## src/rtl/vwspi_pkg.sv

```systemverilog
package vwspi_pkg;
  localparam int unsigned DATA_W = 24;
  localparam int unsigned LEN_W  = 5;

  localparam logic [7:0] A_CTRL0     = 8'h00;
  localparam logic [7:0] A_CTRL1     = 8'h04;
  localparam logic [7:0] A_STAT      = 8'h08;
  localparam logic [7:0] A_PEEK      = 8'h0C;
  localparam logic [7:0] A_DATA_REL  = 8'h20;
  localparam logic [7:0] A_DATA_HOLD = 8'h30;

  localparam int unsigned C0_MSB_O  = 6;
  localparam int unsigned C0_CPOL   = 7;
  localparam int unsigned C0_CPHA_O = 8;
  localparam int unsigned C0_CLR    = 9;
  localparam int unsigned C0_CPHA_I = 10;
  localparam int unsigned C0_EN     = 11;
  localparam int unsigned C0_VAR    = 14;
  localparam int unsigned C0_DIV_LO = 20;
  localparam int unsigned C1_MSB_I  = 1;
  localparam int unsigned C1_IE_TXE = 6;
  localparam int unsigned C1_IE_IDL = 7;

  typedef enum logic [1:0] {ST_IDLE, ST_SHIFT, ST_GAP} eng_st_t;

  typedef struct packed {
    logic              hold;
    logic [LEN_W-1:0]  len;
    logic [DATA_W-1:0] data;
  } tx_ent_t;

  // Lengths outside 1..DATA_W fall back to the full width.
  function automatic logic [LEN_W-1:0] norm_len(input logic [7:0] raw);
    if (raw == 8'd0 || raw > 8'(DATA_W)) return LEN_W'(DATA_W);
    return raw[LEN_W-1:0];
  endfunction
endpackage

```

## src/rtl/vwspi_fifo.sv

```systemverilog
module vwspi_fifo #(
  parameter int unsigned WIDTH = 24,
  parameter int unsigned DEPTH = 4
) (
  input  logic                           clk,
  input  logic                           rst,
  input  logic                           clr,
  input  logic                           push,
  input  logic [WIDTH-1:0]               din,
  input  logic                           pop,
  output logic [WIDTH-1:0]               dout,
  output logic [$clog2(DEPTH+1)-1:0]     level,
  output logic                           full,
  output logic                           empty
);
  localparam int unsigned AW = (DEPTH > 1) ? $clog2(DEPTH) : 1;
  localparam int unsigned CW = $clog2(DEPTH + 1);

  logic [WIDTH-1:0] mem [DEPTH];
  logic [AW-1:0]    wptr, rptr;
  logic [CW-1:0]    cnt;
  logic             do_wr, do_rd;

  assign full  = (cnt == CW'(DEPTH));
  assign empty = (cnt == '0);
  assign do_wr = push && !full;
  assign do_rd = pop && !empty;
  assign dout  = mem[rptr];
  assign level = cnt;

  // Storage without reset so the array can map onto RAM.
  always_ff @(posedge clk) begin
    if (do_wr) mem[wptr] <= din;
  end

  always_ff @(posedge clk) begin
    if (rst || clr) begin
      wptr <= '0;
      rptr <= '0;
      cnt  <= '0;
    end else begin
      if (do_wr) wptr <= (wptr == AW'(DEPTH - 1)) ? '0 : wptr + AW'(1);
      if (do_rd) rptr <= (rptr == AW'(DEPTH - 1)) ? '0 : rptr + AW'(1);
      cnt <= cnt + CW'(do_wr) - CW'(do_rd);
    end
  end

  p_full_drop_r9: assert property (@(posedge clk) disable iff (rst)
    (full && push && !pop && !clr) |=> full);
  p_empty_pop_r9: assert property (@(posedge clk) disable iff (rst)
    (empty && pop && !push && !clr) |=> empty);
  p_level_bound_r9: assert property (@(posedge clk) disable iff (rst)
    cnt <= CW'(DEPTH));
endmodule

```

## src/rtl/vwspi_engine.sv

```systemverilog
module vwspi_engine
  import vwspi_pkg::*;
#(
  parameter int unsigned DIV_W = 12
) (
  input  logic              clk,
  input  logic              rst,
  input  logic              abort,
  input  logic              en,
  input  logic [DIV_W-1:0]  div,
  input  logic              cpol,
  input  logic              cpha_o,
  input  logic              cpha_i,
  input  logic              msb_o,
  input  logic              msb_i,
  input  logic              tx_avail,
  input  tx_ent_t           tx_ent,
  output logic              tx_pop,
  input  logic              rx_room,
  output logic              rx_push,
  output logic [DATA_W-1:0] rx_data,
  input  logic              miso,
  output logic              sclk,
  output logic              mosi,
  output logic              cs_n,
  output logic              busy,
  output logic [LEN_W-1:0]  bitcnt
);
  eng_st_t           st;
  logic [DIV_W-1:0]  cnt;
  logic              half, hold_r, done_r;
  logic [LEN_W-1:0]  bitn, len_r, bits_nx;
  logic [DATA_W-1:0] sh, rsh, rsh_nx, sh_shift, load_sh;
  logic              tick, end_bit, last, byte_end, gap_end, fin, load, sample;

  assign tick     = (cnt == div);
  assign end_bit  = (st == ST_SHIFT) && tick && half;
  assign bits_nx  = bitn + LEN_W'(1);
  assign last     = end_bit && (bits_nx == len_r);
  assign byte_end = end_bit && (bits_nx[2:0] == 3'd0);
  assign gap_end  = (st == ST_GAP) && tick && half;
  assign fin      = (last && !byte_end) || (gap_end && done_r);
  assign load     = en && tx_avail && rx_room && ((st == ST_IDLE) || (fin && hold_r));
  assign sample   = (st == ST_SHIFT) && tick && (half ? cpha_i : !cpha_i);
  assign rsh_nx   = !sample ? rsh :
                    (msb_i ? {rsh[DATA_W-2:0], miso} : {miso, rsh[DATA_W-1:1]});
  assign sh_shift = msb_o ? (sh << 1) : (sh >> 1);
  assign load_sh  = msb_o ? tx_ent.data : (tx_ent.data >> (DATA_W - tx_ent.len));
  assign rx_data  = msb_i ? (rsh_nx << (DATA_W - len_r)) : rsh_nx;
  assign rx_push  = last;
  assign tx_pop   = load;
  assign busy     = (st != ST_IDLE);
  assign bitcnt   = bitn;

  always_ff @(posedge clk) begin
    if (rst) begin
      st <= ST_IDLE; cnt <= '0; half <= 1'b0; bitn <= '0; len_r <= LEN_W'(1);
      hold_r <= 1'b0; done_r <= 1'b0; sh <= '0; rsh <= '0;
      sclk <= 1'b0; mosi <= 1'b0; cs_n <= 1'b1;
    end else if (abort || !en) begin
      st <= ST_IDLE; cnt <= '0; half <= 1'b0; bitn <= '0;
      cs_n <= 1'b1; sclk <= cpol;
    end else if (load) begin
      st <= ST_SHIFT; cnt <= '0; half <= 1'b0; bitn <= '0;
      len_r <= tx_ent.len; hold_r <= tx_ent.hold; done_r <= 1'b0;
      sh <= load_sh; rsh <= '0; cs_n <= 1'b0; sclk <= cpol;
      if (!cpha_o) mosi <= msb_o ? load_sh[DATA_W-1] : load_sh[0];
    end else begin
      if (st == ST_IDLE) sclk <= cpol;
      else cnt <= tick ? '0 : cnt + DIV_W'(1);
      rsh <= rsh_nx;
      if (st == ST_SHIFT && tick) begin
        half <= ~half;
        if (!half) begin
          sclk <= ~cpol;
          if (cpha_o) mosi <= msb_o ? sh[DATA_W-1] : sh[0];
        end else begin
          sclk <= cpol;
          sh   <= sh_shift;
          bitn <= bits_nx;
          if (!cpha_o) mosi <= msb_o ? sh_shift[DATA_W-1] : sh_shift[0];
          if (byte_end) begin
            st     <= ST_GAP;
            done_r <= last;
          end
        end
      end
      if (st == ST_GAP && tick) begin
        half <= ~half;
        if (half && !done_r) st <= ST_SHIFT;
      end
      if (fin) begin
        st   <= ST_IDLE;
        bitn <= '0;
        cs_n <= !hold_r;
      end
    end
  end

  p_cs_active_r5: assert property (@(posedge clk) disable iff (rst)
    (st != ST_IDLE) |-> !cs_n);
  p_gap_quiet_r6: assert property (@(posedge clk) disable iff (rst)
    (st == ST_GAP) |-> (sclk == cpol));
  p_bit_bound_r3: assert property (@(posedge clk) disable iff (rst)
    (st == ST_SHIFT) |-> (bitn < len_r));
  p_rx_no_overrun_r12: assert property (@(posedge clk) disable iff (rst)
    rx_push |-> rx_room);
endmodule

```

## src/rtl/vwspi_master.sv

```systemverilog
module vwspi_master
  import vwspi_pkg::*;
#(
  parameter int unsigned FIFO_DEPTH = 4,
  parameter int unsigned DIV_W      = 12
) (
  input  logic        clk,
  input  logic        rst,
  input  logic [7:0]  bus_addr,
  input  logic        bus_wr,
  input  logic        bus_rd,
  input  logic [31:0] bus_wdata,
  output logic [31:0] bus_rdata,
  input  logic        miso,
  output logic        sclk,
  output logic        mosi,
  output logic        cs_n,
  output logic        irq
);
  localparam int unsigned CW  = $clog2(FIFO_DEPTH + 1);
  localparam int unsigned TXW = $bits(tx_ent_t);

  logic [31:0]       c0_q, c1_q, status;
  logic              wr_c0, clr, tx_push, rx_pop;
  tx_ent_t           tx_in, tx_head;
  logic [TXW-1:0]    tx_dout;
  logic [DATA_W-1:0] rx_head, rx_din;
  logic [CW-1:0]     tx_lvl, rx_lvl;
  logic              tx_full, tx_empty, rx_full, rx_empty, tx_pop, rx_push, busy;
  logic [LEN_W-1:0]  bitcnt;

  assign wr_c0   = bus_wr && (bus_addr == A_CTRL0);
  assign clr     = wr_c0 && bus_wdata[C0_CLR];
  assign tx_push = bus_wr && ((bus_addr == A_DATA_REL) || (bus_addr == A_DATA_HOLD));
  assign rx_pop  = bus_rd && (bus_addr == A_DATA_REL);

  assign tx_in.hold = (bus_addr == A_DATA_HOLD);
  assign tx_in.len  = norm_len(c0_q[C0_VAR] ? bus_wdata[31:24] : {2'b00, c0_q[5:0]});
  assign tx_in.data = bus_wdata[DATA_W-1:0];
  assign tx_head    = tx_ent_t'(tx_dout);

  assign status = {8'(tx_lvl), 8'(rx_lvl), 5'b0, tx_full, tx_empty,
                   rx_full, rx_empty, busy, 6'(bitcnt)};

  vwspi_fifo #(.WIDTH(TXW), .DEPTH(FIFO_DEPTH)) u_txq (
    .clk(clk), .rst(rst), .clr(clr), .push(tx_push), .din(tx_in),
    .pop(tx_pop), .dout(tx_dout), .level(tx_lvl), .full(tx_full), .empty(tx_empty));

  vwspi_fifo #(.WIDTH(DATA_W), .DEPTH(FIFO_DEPTH)) u_rxq (
    .clk(clk), .rst(rst), .clr(clr), .push(rx_push), .din(rx_din),
    .pop(rx_pop), .dout(rx_head), .level(rx_lvl), .full(rx_full), .empty(rx_empty));

  vwspi_engine #(.DIV_W(DIV_W)) u_eng (
    .clk(clk), .rst(rst), .abort(clr), .en(c0_q[C0_EN]),
    .div(c0_q[C0_DIV_LO +: DIV_W]), .cpol(c0_q[C0_CPOL]),
    .cpha_o(c0_q[C0_CPHA_O]), .cpha_i(c0_q[C0_CPHA_I]),
    .msb_o(c0_q[C0_MSB_O]), .msb_i(c1_q[C1_MSB_I]),
    .tx_avail(!tx_empty), .tx_ent(tx_head), .tx_pop(tx_pop),
    .rx_room(!rx_full), .rx_push(rx_push), .rx_data(rx_din),
    .miso(miso), .sclk(sclk), .mosi(mosi), .cs_n(cs_n),
    .busy(busy), .bitcnt(bitcnt));

  always_ff @(posedge clk) begin
    if (rst) begin
      c0_q <= '0;
      c1_q <= '0;
      bus_rdata <= '0;
      irq <= 1'b0;
    end else begin
      if (wr_c0) c0_q <= bus_wdata & ~(32'h1 << C0_CLR);
      if (bus_wr && bus_addr == A_CTRL1) c1_q <= bus_wdata;
      if (bus_rd) begin
        case (bus_addr)
          A_CTRL0:            bus_rdata <= c0_q;
          A_CTRL1:            bus_rdata <= c1_q;
          A_STAT:             bus_rdata <= status;
          A_PEEK, A_DATA_REL: bus_rdata <= rx_empty ? 32'h0 : {8'h00, rx_head};
          default:            bus_rdata <= 32'h0;
        endcase
      end
      irq <= (c1_q[C1_IE_TXE] && tx_empty) || (c1_q[C1_IE_IDL] && !busy);
    end
  end

  p_irq_off_r11: assert property (@(posedge clk) disable iff (rst)
    (!c1_q[C1_IE_TXE] && !c1_q[C1_IE_IDL]) |=> !irq);
  p_irq_txe_r11: assert property (@(posedge clk) disable iff (rst)
    (c1_q[C1_IE_TXE] && tx_empty) |=> irq);
  p_empty_read_zero_r9: assert property (@(posedge clk) disable iff (rst)
    (bus_rd && bus_addr == A_DATA_REL && rx_empty) |=> (bus_rdata == 32'h0));
  p_disabled_idle_r14: assert property (@(posedge clk) disable iff (rst)
    !c0_q[C0_EN] |=> cs_n);
endmodule

```

## config.mk

```make
export PLATFORM = sky130hd
export DESIGN_NAME = vwspi_master
export DESIGN_NICKNAME = d
export VERILOG_FILES = /design/src/rtl/vwspi_pkg.sv /design/src/rtl/vwspi_fifo.sv /design/src/rtl/vwspi_engine.sv /design/src/rtl/vwspi_master.sv
export SDC_FILE = /design/constraint.sdc
export NUM_CORES = 1
export LEC_CHECK = 0
export BUFFER_PORTS_ARGS = -buffer_cell sky130_fd_sc_hd__buf_4
export CAP_MARGIN = 40
export CORE_MARGIN = 2
export CORE_UTILIZATION = 40
export CTS_CLUSTER_DIAMETER = 80
export DETAILED_ROUTE_END_ITERATION = 7
export RECOVER_POWER = 100
export SKIP_LAST_GASP = 1
export SLEW_MARGIN = 5
export SYNTH_ARGS = -nofsm -noshare
export SYNTH_HDL_FRONTEND = slang
export SYNTH_HIERARCHICAL = 1
export SYNTH_SLANG_ARGS = --single-unit
```

## constraint.sdc

```tcl
create_clock -name clk -period 4.2 [get_ports clk]
set_input_delay 0.21 -clock clk [delete_from_list [all_inputs] [get_ports clk]]
set_output_delay 0.21 -clock clk [all_outputs]
set_load 0.05 [all_outputs]
```

### Yosys cells after proc, flatten, opt, wreduce, memory -nomap -nowiden

Memories as Yosys holds them, arrays and structs flattened. A register that Yosys moved wholly into a read port is not among the register bits.
Cells that the tools add are included.

* bits in registers: 188
* bits in latches: 0
* bits in writable memories: 216
* ROM bits: 0
* input bits: 45
* output and inout bits: 36
* logic and storage cells: 183
* memories kept: 2

Memories
* u_txq.mem: words 4, bits a word 30, rd ports 1, clocked after Yosys merged registers in 1, write ports 1, line vwspi_fifo.sv:19 `logic [WIDTH-1:0] mem [DEPTH];`
* u_rxq.mem: words 4, bits a word 24, rd ports 1, clocked after Yosys merged registers in 1, write ports 1, line vwspi_fifo.sv:19

* $add $sub $neg: 12
* $mul: 0
* divide/modulo/power cells: 0
* order comparisons: 1
* equal/unequal tests: 17
* shift-type cells: 2
* multiplexer cells: 58
* bitwise logic cells: 3
* reduce and logical (&&, ||, !) cells: 65

Operators by type and width (number)
* $mux 24: 10
* $pmux 32 s4: 1
* $shl 24x32->24: 1
* $shr 24x32->24: 1
* $mux 1: 30
* $mux 2: 13
* $logic_and 1x1->1: 25
* $eq 8x4->1 const B: 2
* $eq 8x6->1 const B: 2
* $logic_not 8->1: 2
* $add 12x1->12 const B: 1
* $eq 12x12->1: 1
* $mux 12: 1
* $reduce_bool 2->1: 6
* $sub 5x5->6 const A: 2
* $eq 2x2->1 const B: 5
* $logic_not 1->1: 10
* $mux 5: 2
* $logic_not 3->1: 3
* $add 2x1->2 const B: 4
* $eq 8x3->1 const B: 1
* $gt 8x5->1 const B: 1
* $mux 8: 1
* $logic_or 1x1->1: 7
* 19 further kinds: 26

### Depth between registers and ports, before layout

Gate-level depths: netlist of the first run.

* word-level depth: 13
* depth in mapped cells: 19
* depth with buffers taken out: 16

### Hierarchy

The synthesis of the first run kept the hierarchy.

Modules (own cells, without submodules)
* vwspi_engine: instances 1, cells an instance 1002, area an instance 7873.8 um^2, seq. area each 1561.5 um^2
* vwspi_fifo at u_txq: instances 1, cells an instance 210, area an instance 4805.9 um^2, seq. area each 3783.6 um^2
* vwspi_master: instances 1, cells an instance 511, area an instance 4385.5 um^2, seq. area each 1921.8 um^2
* vwspi_fifo at u_rxq: instances 1, cells an instance 180, area an instance 3957.5 um^2, seq. area each 3062.9 um^2

### Worst setup path before layout of the first run

No wires, ideal clock.

* path kind: register -> register
* start point: reg (tool-made name)
* end point: reg u_eng.sh[3]
* arrival time: 3.861 ns
* data required time: 4.068 ns
* slack: 0.206 ns
* stages on the path, launching flop included: 17
* path buffers: 5
* clock period less this slack: 3.994 ns
* cells stage by stage: dfxtp_1 buf_2 mux4_2 clkbuf_1 inv_2 clkbuf_1 ha_1 buf_2 buf_2 mux2i_1 inv_1 mux4_2 mux2i_1 o21ai_0 mux4_2 nand2_1 a21oi_1

RTL lines
* to (signal assigned): line vwspi_engine.sv:79 `sh <= sh_shift;`
* to (decl): line vwspi_engine.sv:33 `logic [DATA_W-1:0] sh, rsh, rsh_nx, sh_shift, load_sh;`

### Worst setup path after layout of the first run

* start point: reg u_eng.cnt[5]
* end point: mem u_rxq.mem[4][22], in the netlist u_rxq/mem[2][22], data pin

* longest elaborated chain between the ends: 6

RTL lines
* from (decl): line vwspi_engine.sv:30 `logic [DIV_W-1:0] cnt;`
* from (signal assigned): line vwspi_engine.sv:70 `else cnt <= tick ? '0 : cnt + DIV_W'(1);`
* $eq 12x12->1 (*): line vwspi_engine.sv:36 `assign tick = (cnt == div);`
* $logic_and 1x1->1 (*) (2 in a row): line vwspi_engine.sv:44 `assign sample = (st == ST_SHIFT) && tick && (half ? cpha_i : !cpha_i);`
* $mux 24 (*): line vwspi_engine.sv:45 `assign rsh_nx = !sample ? rsh :`
* $shl 24x32->24: line vwspi_engine.sv:49 `assign rx_data = msb_i ? (rsh_nx << (DATA_W - len_r)) : rsh_nx;`
* $mux 24 (*): line vwspi_engine.sv:49
* net rx_din[22]: line vwspi_master.sv:27 `logic [DATA_W-1:0] rx_head, rx_din;`
* to (decl): line vwspi_fifo.sv:19

Mark *: on every way through the listed nets, which the timed path passes. The rest lies on a longest branch.

==> results.cfg, run 1 <==
[yosys]
ys_warn_count = 6
ys_ff_latch = 408
synth.distinct_cells = 97
syn_area_um2 = 21020
syn_inst = 1903
synth_area_leaders = edfxtp_1 (31%), dfxtp_1 (18%), mux4_2 (7.3%), mux2i_1 (7.0%), nand2_1 (3.4%)
synth_edf_count = 216
synth-seq-area-share = 0.4914
yosysMostFrequentCell = edfxtp_1
postSynthAreaPerCell_um2 = 11.05
syn-num-nets = 1969
synthTopCellsByCount = edfxtp_1 (216), dfxtp_1 (192), nand2_1 (188)
synth_top_cell_area_share = 0.3085
synth_top_cell_by_area = edfxtp_1
synth_flop_cell = edfxtp_1
synthArstFlopShare = 0

[setup_path]
critical-path-max-stage-delay_ps = 830
cp_cell_sequence = xor2_1 -> nor4_2 -> and4_1 -> clkbuf_1 -> nor3_1 -> a211oi_2 -> mux2_1 -> o32ai_1 -> or3_1
cp.arrival_ps = 4230
startpoint_type = register
timing.reg2reg.worst_path_depth = 9
path_class = reg2reg
cp_slowest_cell = and4_1
cp_max_fo = 16
critical_path_required_ps = 4510
cp-end-kind = register

[sta]
holdWs_ps = 73.42
hold_viol = 0
worst_pin_slew_ps = 2499
setup_tns_ps = 0
fmax_mhz = 255.3
period_needed_ps = 3918
slew_headroom = -0.6661
rsz0062_at_grt = false
finalWorstSetupSlack_ps = 282.3
finalCritPeriodShare = 0.9328
drv_slew = 181
clock_skew_ps = 18.18
setup_viol = 0

[floorplanning]
rows = 84
dieArea_um2 = 54410
die_width_um = 233.3
initial_utilization = 0.4025
design.core.area_um2 = 52240
die_height_um = 233.3
io_pins = 81

[grt]
grt_max_degree = 53
grt_use_total = 0.2299
grt_pass1_wl_um = 95120
grt_pass1_vias = 15290
antenna_found_initial = 0
grt.overflow.total = 0

[place]
place_area_um2 = 22330
port_buffers = 80
pre_cts_slack_ps = 218.0
dp_hpwl_um = 44970
routabilityCongestion = 0.9057
post-place-cells = 2595

[finish]
num-fill-cells = 4860
fin_area_um2 = 23930
antenna_cells = 0
multi_input_comb_area_um2 = 9857
instances_no_fill = 2713
register_area_um2 = 10330
drive_above_1_share = 0.1437
nNetsFinal = 2054
layout-area-overhead-vs-synth_pct = 13.82
final_util = 0.4581

[hold_path]
min_path_cells = 2
min_path_type = in2reg

[clocking]
path_clk_slew_ps = 60
cts_tree = built
clkSinkCount = 408
insertion_delay_ps = 590
clk_path_buf_depth = 3
root_buffer = clkbuf_16
htreeDepth = 2
cts-buffers-inserted = 45

[power_and_ir_drop]
power_density_nw_per_um2 = 358.1
finalPower_mw = 8.568
peakVddDrop_mv = 0.2905
p_leak_nw = 8.134

[drt]
avgRoutedWirePerCell_um = 23.44
drt-initial-drc-count = 1534
detail-route-antenna-nets = 0
drt_first_pass_iters = 6
wirelength_um = 63590
vias = 15960
viasPerCell = 5.883
remaining_drc_errors = 0

[job]
maxCapViolCount = 6

[outcome]
violations = capacitance limit, slew limit
status = complete, but fails checks
area by class of cell:
cell class              instances  share of cell area
multi-input cells            1317              0.4119
clock inverters                29             0.01715
clock buffers                  55             0.04905
well taps                     688             0.03598
inverters                      34            0.005543
repair buffers                182             0.04853
flip-flops and latches        408              0.4318
routing by layer:
| metal | vias to the layer above | GRT usage | wire (um) |
|---|---|---|---|
| met1 | 7959 | 0.3156 | 28000 |
| li1 | 7341 | - | - |
| met4 | 0 | 0.06807 | 1745 |
| met3 | 112 | 0.04211 | 4221 |
| met5 | - | 0 | 0 |
| met2 | 548 | 0.3699 | 29620 |
worst max-delay path: cells and delay by family, from the launching register on:
family | cells | cell delay (ps)
xor+xnor | 1 | 210
compound gates | 2 | 320
flops | 1 | 350
simple gates | 4 | 1990
mux | 1 | 210
buf+inv | 1 | 550
report_power, final:
| part | switching (mW) | internal, mW | total, mW |
|---|---|---|---|
| logic | 0.117 | 0.0608 | 0.178 |
| clock network | 1.70 | 2.51 | 4.22 |
| registers | 0.00100 | 4.17 | 4.17 |
| total | 1.82 | 6.75 | 8.57 |
logic make-up (layout without fill, tap and decap cells):
logic type,after synthesis,after routing,synth area share
flops,408,408,0.4914
fa+ha+maj,21,21,0.01321
buf+inv,179,300,0.03946
simple gates,590,591,0.1340
mux,255,255,0.1642
compound gates,398,398,0.1358
xor+xnor,52,52,0.02202
cells in the final DEF (no fill, tap or decap), types with 13 or more instances in the layout:
master	n
and3_1	20
mux2_2	36
nor3_1	36
xor2_1	29
and2_1	13
mux2i_1	148
or3_1	14
nand3_1	45
buf_4	72
a211oi_1	23
mux4_2	68
nand2_1	188
xnor2_1	21
dlygate4sd3_1	33
nand4_1	13
dfxtp_1	190
o21ai_0	64
inv_1	30
a31oi_1	14
o2bb2ai_1	29
a21oi_1	89
a311oi_1	14
ha_1	19
clkbuf_1	85
nor2_1	168
clkbuf_16	45
a22o_1	16
o22ai_1	20
nor2b_1	18
edfxtp_1	216
path summary, 6_finish.rpt:
check               start          endpoint  slack [ps]
min                   rst          c0_q[17]          70
max          u_eng/cnt[5]  u_rxq/mem[2][22]         280
min reg2reg      c1_q[29]          c1_q[29]         460
max reg2reg  u_eng/cnt[5]  u_rxq/mem[2][22]         280
state kept, by name, indices dropped and copies added, names as in the netlist, 2 cells and up, named ones only:
register / flops
u_txq/mem: 120
u_rxq/mem: 96
bus_rdata: 32
c1_q: 32
c0_q: 31
u_eng/rsh: 24
u_eng/sh: 24
u_eng/cnt: 12
u_eng/bitcnt: 5
u_eng/len_r: 5
u_rxq/level: 3
u_txq/level: 3
u_eng/st: 2
u_rxq/rptr: 2
u_rxq/wptr: 2
u_txq/rptr: 2
u_txq/wptr: 2
what timing repair did:
| item | in CTS | in global routing |
|---|---|---|
| hold endpoints to repair | 160 | 0 |
| hold buffers | 33 | 0 |
| gates resized for setup | 0 | 0 |
| setup endpoints to repair | 0 | 1 |
| buffers inserted | 0 | 0 |
No activity file was read; power rests on OpenSTA's default activity.
==> inputs of run 2 (changes only) <==
- CORE_MARGIN: 2 -> unset
==> results.cfg, run 2 (synthesis gave the netlist of run 1 again) <==
[setup_path]
critical-path-max-stage-delay_ps = 730
cp_num_buf_inv = 2
cp-end-kind = register
startpoint_type = register
r2r_start = u_eng/len_r[1]
cp.arrival_ps = 4320
cp_max_fo = 10
critPathCapture = u_rxq/mem[0][19]
cp_cell_sequence = inv_1 -> ha_1 -> xnor2_1 -> o221ai_1 -> and2_0 -> o32ai_1 -> mux2_2 -> nor2_1 -> o32ai_1 -> clkbuf_2
reg2reg_to = u_rxq/mem[0][19]
critPathLaunch = u_eng/len_r[1]
cp_slowest_cell = xnor2_1
rrSetupSlack_ps = 310
cp.depth = 10
path_class = reg2reg
critical_path_required_ps = 4630
path_delay_family = compound AO/OA/AOI/OAI gates
cpMostUsedCell = o32ai_1
timing.reg2reg.worst_path_depth = 10

[finish]
layout-area-overhead-vs-synth_pct = 13.94
reg.largest.list = u_txq/mem: 120 flops, u_rxq/mem: 96 flops
num-fill-cells = 4732
mostFrequentLayoutCell = edfxtp_1
final_cell_mix = edfxtp_1 (216), dfxtp_1 (190), nand2_1 (188), nor2_1 (168), mux2i_1 (148)
antenna_cells = 0
nNetsFinal = 2055
regMostFlops = u_txq/mem
largest_register_ffs = 120
drive_above_1_share = 0.1496
final_util = 0.4641

[sta]
fmax_mhz = 256.8
drv_slew = 164
hold_viol = 0
clock_skew_ps = 18.92
setup_tns_ps = 0
slew_headroom = -0.6588
period_needed_ps = 3894
finalCritPeriodShare = 0.9271
rsz0062_at_grt = false
worst_pin_slew_ps = 2488
setup_viol = 0

[drt]
remaining_drc_errors = 0
drt-initial-drc-count = 1339
vias = 16000
avgRoutedWirePerCell_um = 23.52
detail-route-antenna-nets = 0
viasPerCell = 5.911
drt_first_pass_iters = 8
wirelength_um = 63660

[place]
port_buffers = 80
dp_hpwl_um = 45620
routabilityCongestion = 0.9089

[hold_path]
min_path_type = in2reg

[power_and_ir_drop]
peakVddDrop_mv = 0.2896
p_leak_nw = 8.182
power_density_nw_per_um2 = 359.6

[outcome]
status = complete, but fails checks
violations = capacitance limit, slew limit

[floorplanning]
io_pins = 81
dieArea_um2 = 53480
initial_utilization = 0.4073
die_height_um = 231.3
design.core.area_um2 = 51610
die_width_um = 231.3
rows = 83

[clocking]
path_clk_slew_ps = 60
root_buffer = clkbuf_16
clk_path_buf_depth = 3
cts-buffers-inserted = 45
clkSinkCount = 408
htreeDepth = 2
insertion_delay_ps = 580
cts_tree = built

[grt]
grt_max_degree = 48
antenna_found_initial = 2
grt_pass1_vias = 15400
grt.overflow.total = 0
grt_use_total = 0.2360
grt_pass1_wl_um = 96200

[job]
maxCapViolCount = 6
==> run 2: area by class of cell <==
cell class	count	area, um^2	area share
Clock inverter	32	434.2	0.01812
Timing Repair Buffer	183	1186	0.04952
Multi-Input combinational cell	1317	9844	0.4110
Tap cell	680	850.8	0.03552
Sequential cell	408	10330	0.4313
Inverter	34	132.6	0.005537
Clock buffer	52	1174	0.04899
==> run 2: tightest hold or removal path, delay by kind of cell <==
family / cells / cell delay, ps
AOI/OAI and AO/OA: 1 / 170
buffers and inverters: 1 / 120
and+or+nand+nor: 1 / 70
==> run 2: metrics by stage <==
stage	instance area [um^2]	hold slack [ps]	worst slack, ps	cells	power (mW)
floorplan	21020	286.6	206.3	1903	4.326
global placement	22280	440.0	159.4	2581	4.418
detailed placement	22340	444.4	94.96	2587	4.421
CTS	24260	16.00	72.26	2703	8.709
global route	23950	50.44	36.19	2706	8.856
finish	23950	52.64	306.2	2706	8.613
==> run 2: worst min-delay path by stage <==
stage	from	end	slack, ps	depth (start not counted)
CTS	bus_addr[5]	bus_rdata[25]	20	3
detailed placement	bus_wdata[17]	u_txq/mem[1][17]	440	1
global route	bus_addr[5]	bus_rdata[25]	50	3
finish	bus_addr[5]	bus_rdata[25]	50	3
floorplan	rst	u_rxq/level[2]	290	1
global placement	bus_wdata[17]	u_txq/mem[0][17]	440	1
==> run 2: repair_timing <==
action,CTS,global route
setup buffers,0,2
hold buffers,32,0
endpoints found under the hold margin,159,0
resized for setup,0,3
setup endpoints to repair,0,18
==> run 2: layer usage <==
layer | routed length, um | track usage | vias to the layer above
met4 | 1352 | 0.06229 | 2
met2 | 30510 | 0.3869 | 522
met3 | 3306 | 0.02744 | 84
met1 | 28480 | 0.3299 | 8018
li1 | - | - | 7369
met5 | 10 | 0 | -
==> run 2: power by group <==
part | switching (mW) | total [mW] | internal, mW
Sequential | 0.000963 | 4.17 | 4.17
Clock | 1.68 | 4.26 | 2.58
Combinational | 0.115 | 0.176 | 0.0605
Total | 1.80 | 8.61 | 6.82
==> inputs of run 3 (changes only) <==
- CORE_UTILIZATION: 40 -> 46
==> results.cfg, run 3 (synthesis gave the netlist of run 1 again) <==
[outcome]
status = complete, but fails checks
violations = capacitance limit, slew limit

[job]
maxCapViolCount = 3

[power_and_ir_drop]
pwr-share-comb = 0.021
clock_power_share = 0.473
finalPower_mw = 8.253
p_leak_nw = 8.052
peakVddDrop_mv = 0.3207
power.net_switching_mw = 1.772
power_density_nw_per_um2 = 349.8
p_seq_frac = 0.506
p_sw_frac = 0.2147
intPower_mw = 6.482

[sta]
slew_headroom = -0.8200
setup_tns_ps = 0
drv_slew = 100
period_needed_ps = 3989
worst_pin_slew_ps = 2730
fmax_mhz = 250.7
setup_viol = 0
hold_viol = 0
clock_skew_ps = 26.84
rsz0062_at_grt = false
finalWorstSetupSlack_ps = 210.5
finalCritPeriodShare = 0.9499

[drt]
vias = 15850
drt_first_pass_iters = 6
detail-route-antenna-nets = 0
wirelength_um = 62160
viasPerCell = 6.088
drt-initial-drc-count = 1701
avgRoutedWirePerCell_um = 23.88
remaining_drc_errors = 0

[clocking]
htreeDepth = 2
post_cts_buffers = 0
path_clk_slew_ps = 60
cts_tree = built
clk_path_buf_depth = 3
root_buffer = clkbuf_16
insertion_delay_ps = 600
clkSinkCount = 408
cts-buffers-inserted = 44

[setup_path]
startpoint_type = register
reg2reg_to = u_eng/sh[3]
cp-end-kind = register
path_class = reg2reg
rrSetupSlack_ps = 210
cp.arrival_ps = 4490
timing.reg2reg.worst_path_depth = 11
critical_path_required_ps = 4700
cp_max_fo = 19

[grt]
grt_use_total = 0.2664
grt_max_degree = 63
grt.overflow.total = 0
grt_pass1_vias = 15420
grt_pass1_wl_um = 94700
antenna_found_initial = 2

[place]
routabilityCongestion = 0.9409
pre_cts_slack_ps = 306.6
post-place-cells = 2488
port_buffers = 80
dp_hpwl_um = 44500

[floorplanning]
initial_utilization = 0.4713
rows = 77
design.core.area_um2 = 44610
io_pins = 81
die_height_um = 215.8
die_width_um = 215.8
dieArea_um2 = 46560

[finish]
nNetsFinal = 2040
layout-area-overhead-vs-synth_pct = 12.24
largest_register_ffs = 120
num-fill-cells = 4009
instances_no_fill = 2603
mostFrequentLayoutCell = edfxtp_1
regMostFlops = u_txq/mem
final_cell_mix = edfxtp_1 (216), nand2_1 (188), dfxtp_1 (188), nor2_1 (168), mux2i_1 (148)
reg.largest.list = u_txq/mem: 120 flops, u_rxq/mem: 96 flops
drive_above_1_share = 0.1418

[hold_path]
whs_endpoint = bus_rdata[26]
min_from = bus_addr[5]
min_path_type = in2reg
min_path_cells = 3
-- run 3: stage by stage --
stage | hold WS, ps | util | cell area [um^2]
floorplan | 286.6 | - | 21020
global placement | 440.1 | 0.4952 | 22090
detailed placement | 444.9 | 0.4972 | 22180
CTS | 4.108 | 0.5368 | 23950
global route | 26.15 | 0.5289 | 23590
finish | 28.21 | 0.5290 | 23600
-- run 3: worst max-delay path, cell delays in order, from the launching register on --
cell and delay [ps]:
dfxtp_2 370, buf_4 380, mux4_2 640, xor2_1 730
clkbuf_2 400, nand3_1 150, a31oi_1 490, mux2i_1 130
o21ai_0 160, mux4_2 250, nand2_1 60, a21oi_1 140
-- run 3: worst max-delay path by stage --
| stage | start | end | cells past startpoint |
|---|---|---|---|
| 2_1_floorplan | register | u_eng/sh[3] | 16 |
| 3_3_place_gp | u_eng/len_r[0] | u_rxq/mem[2][19] | 10 |
| 3_5_place_dp | u_eng/len_r[0] | u_rxq/mem[2][19] | 10 |
| 4_1_cts | u_eng/len_r[0] | u_rxq/mem[0][19] | 10 |
| 5_1_grt | register | u_eng/sh[3] | 11 |
| 6_report | register | u_eng/sh[3] | 11 |
-- run 3: final cells by class --
cell class	instances	area, um^2	share of cell area
multi-input cells	1316	9799	0.4153
clock inverters	19	217.7	0.009226
repair buffers	170	1141	0.04836
flip-flops and latches	408	10330	0.4380
well taps	592	740.7	0.03139
inverters	34	132.6	0.005621
diodes	1	2.502	0.0001061
clock buffers	63	1227	0.05202
-- run 3: routing by layer --
metal	share of wire	track usage	vias up
met2	0.47	0.4215	607
li1	-	-	7311
met3	0.064	0.04172	112
met4	0.033	0.09409	0
met1	0.44	0.3707	7816
met5	0	0	-
-- run 3: what timing repair did --
| action | in CTS | in global routing |
|---|---|---|
| endpoints found under the hold margin | 159 | 0 |
| resized for setup | 0 | 0 |
| hold buffers | 32 | 0 |
-- run 3: power by group through the flow --
stage / Clock (mW) / Combinational (mW) / Sequential [mW]
final: 3.90 / 0.175 / 4.17
after CTS: 3.96 / 0.184 / 4.17
after global placement: 0 / 0.157 / 4.26
after global routing: 4.11 / 0.187 / 4.17
after detailed placement: 0 / 0.160 / 4.26
after floorplan: 0 / 0.0658 / 4.26
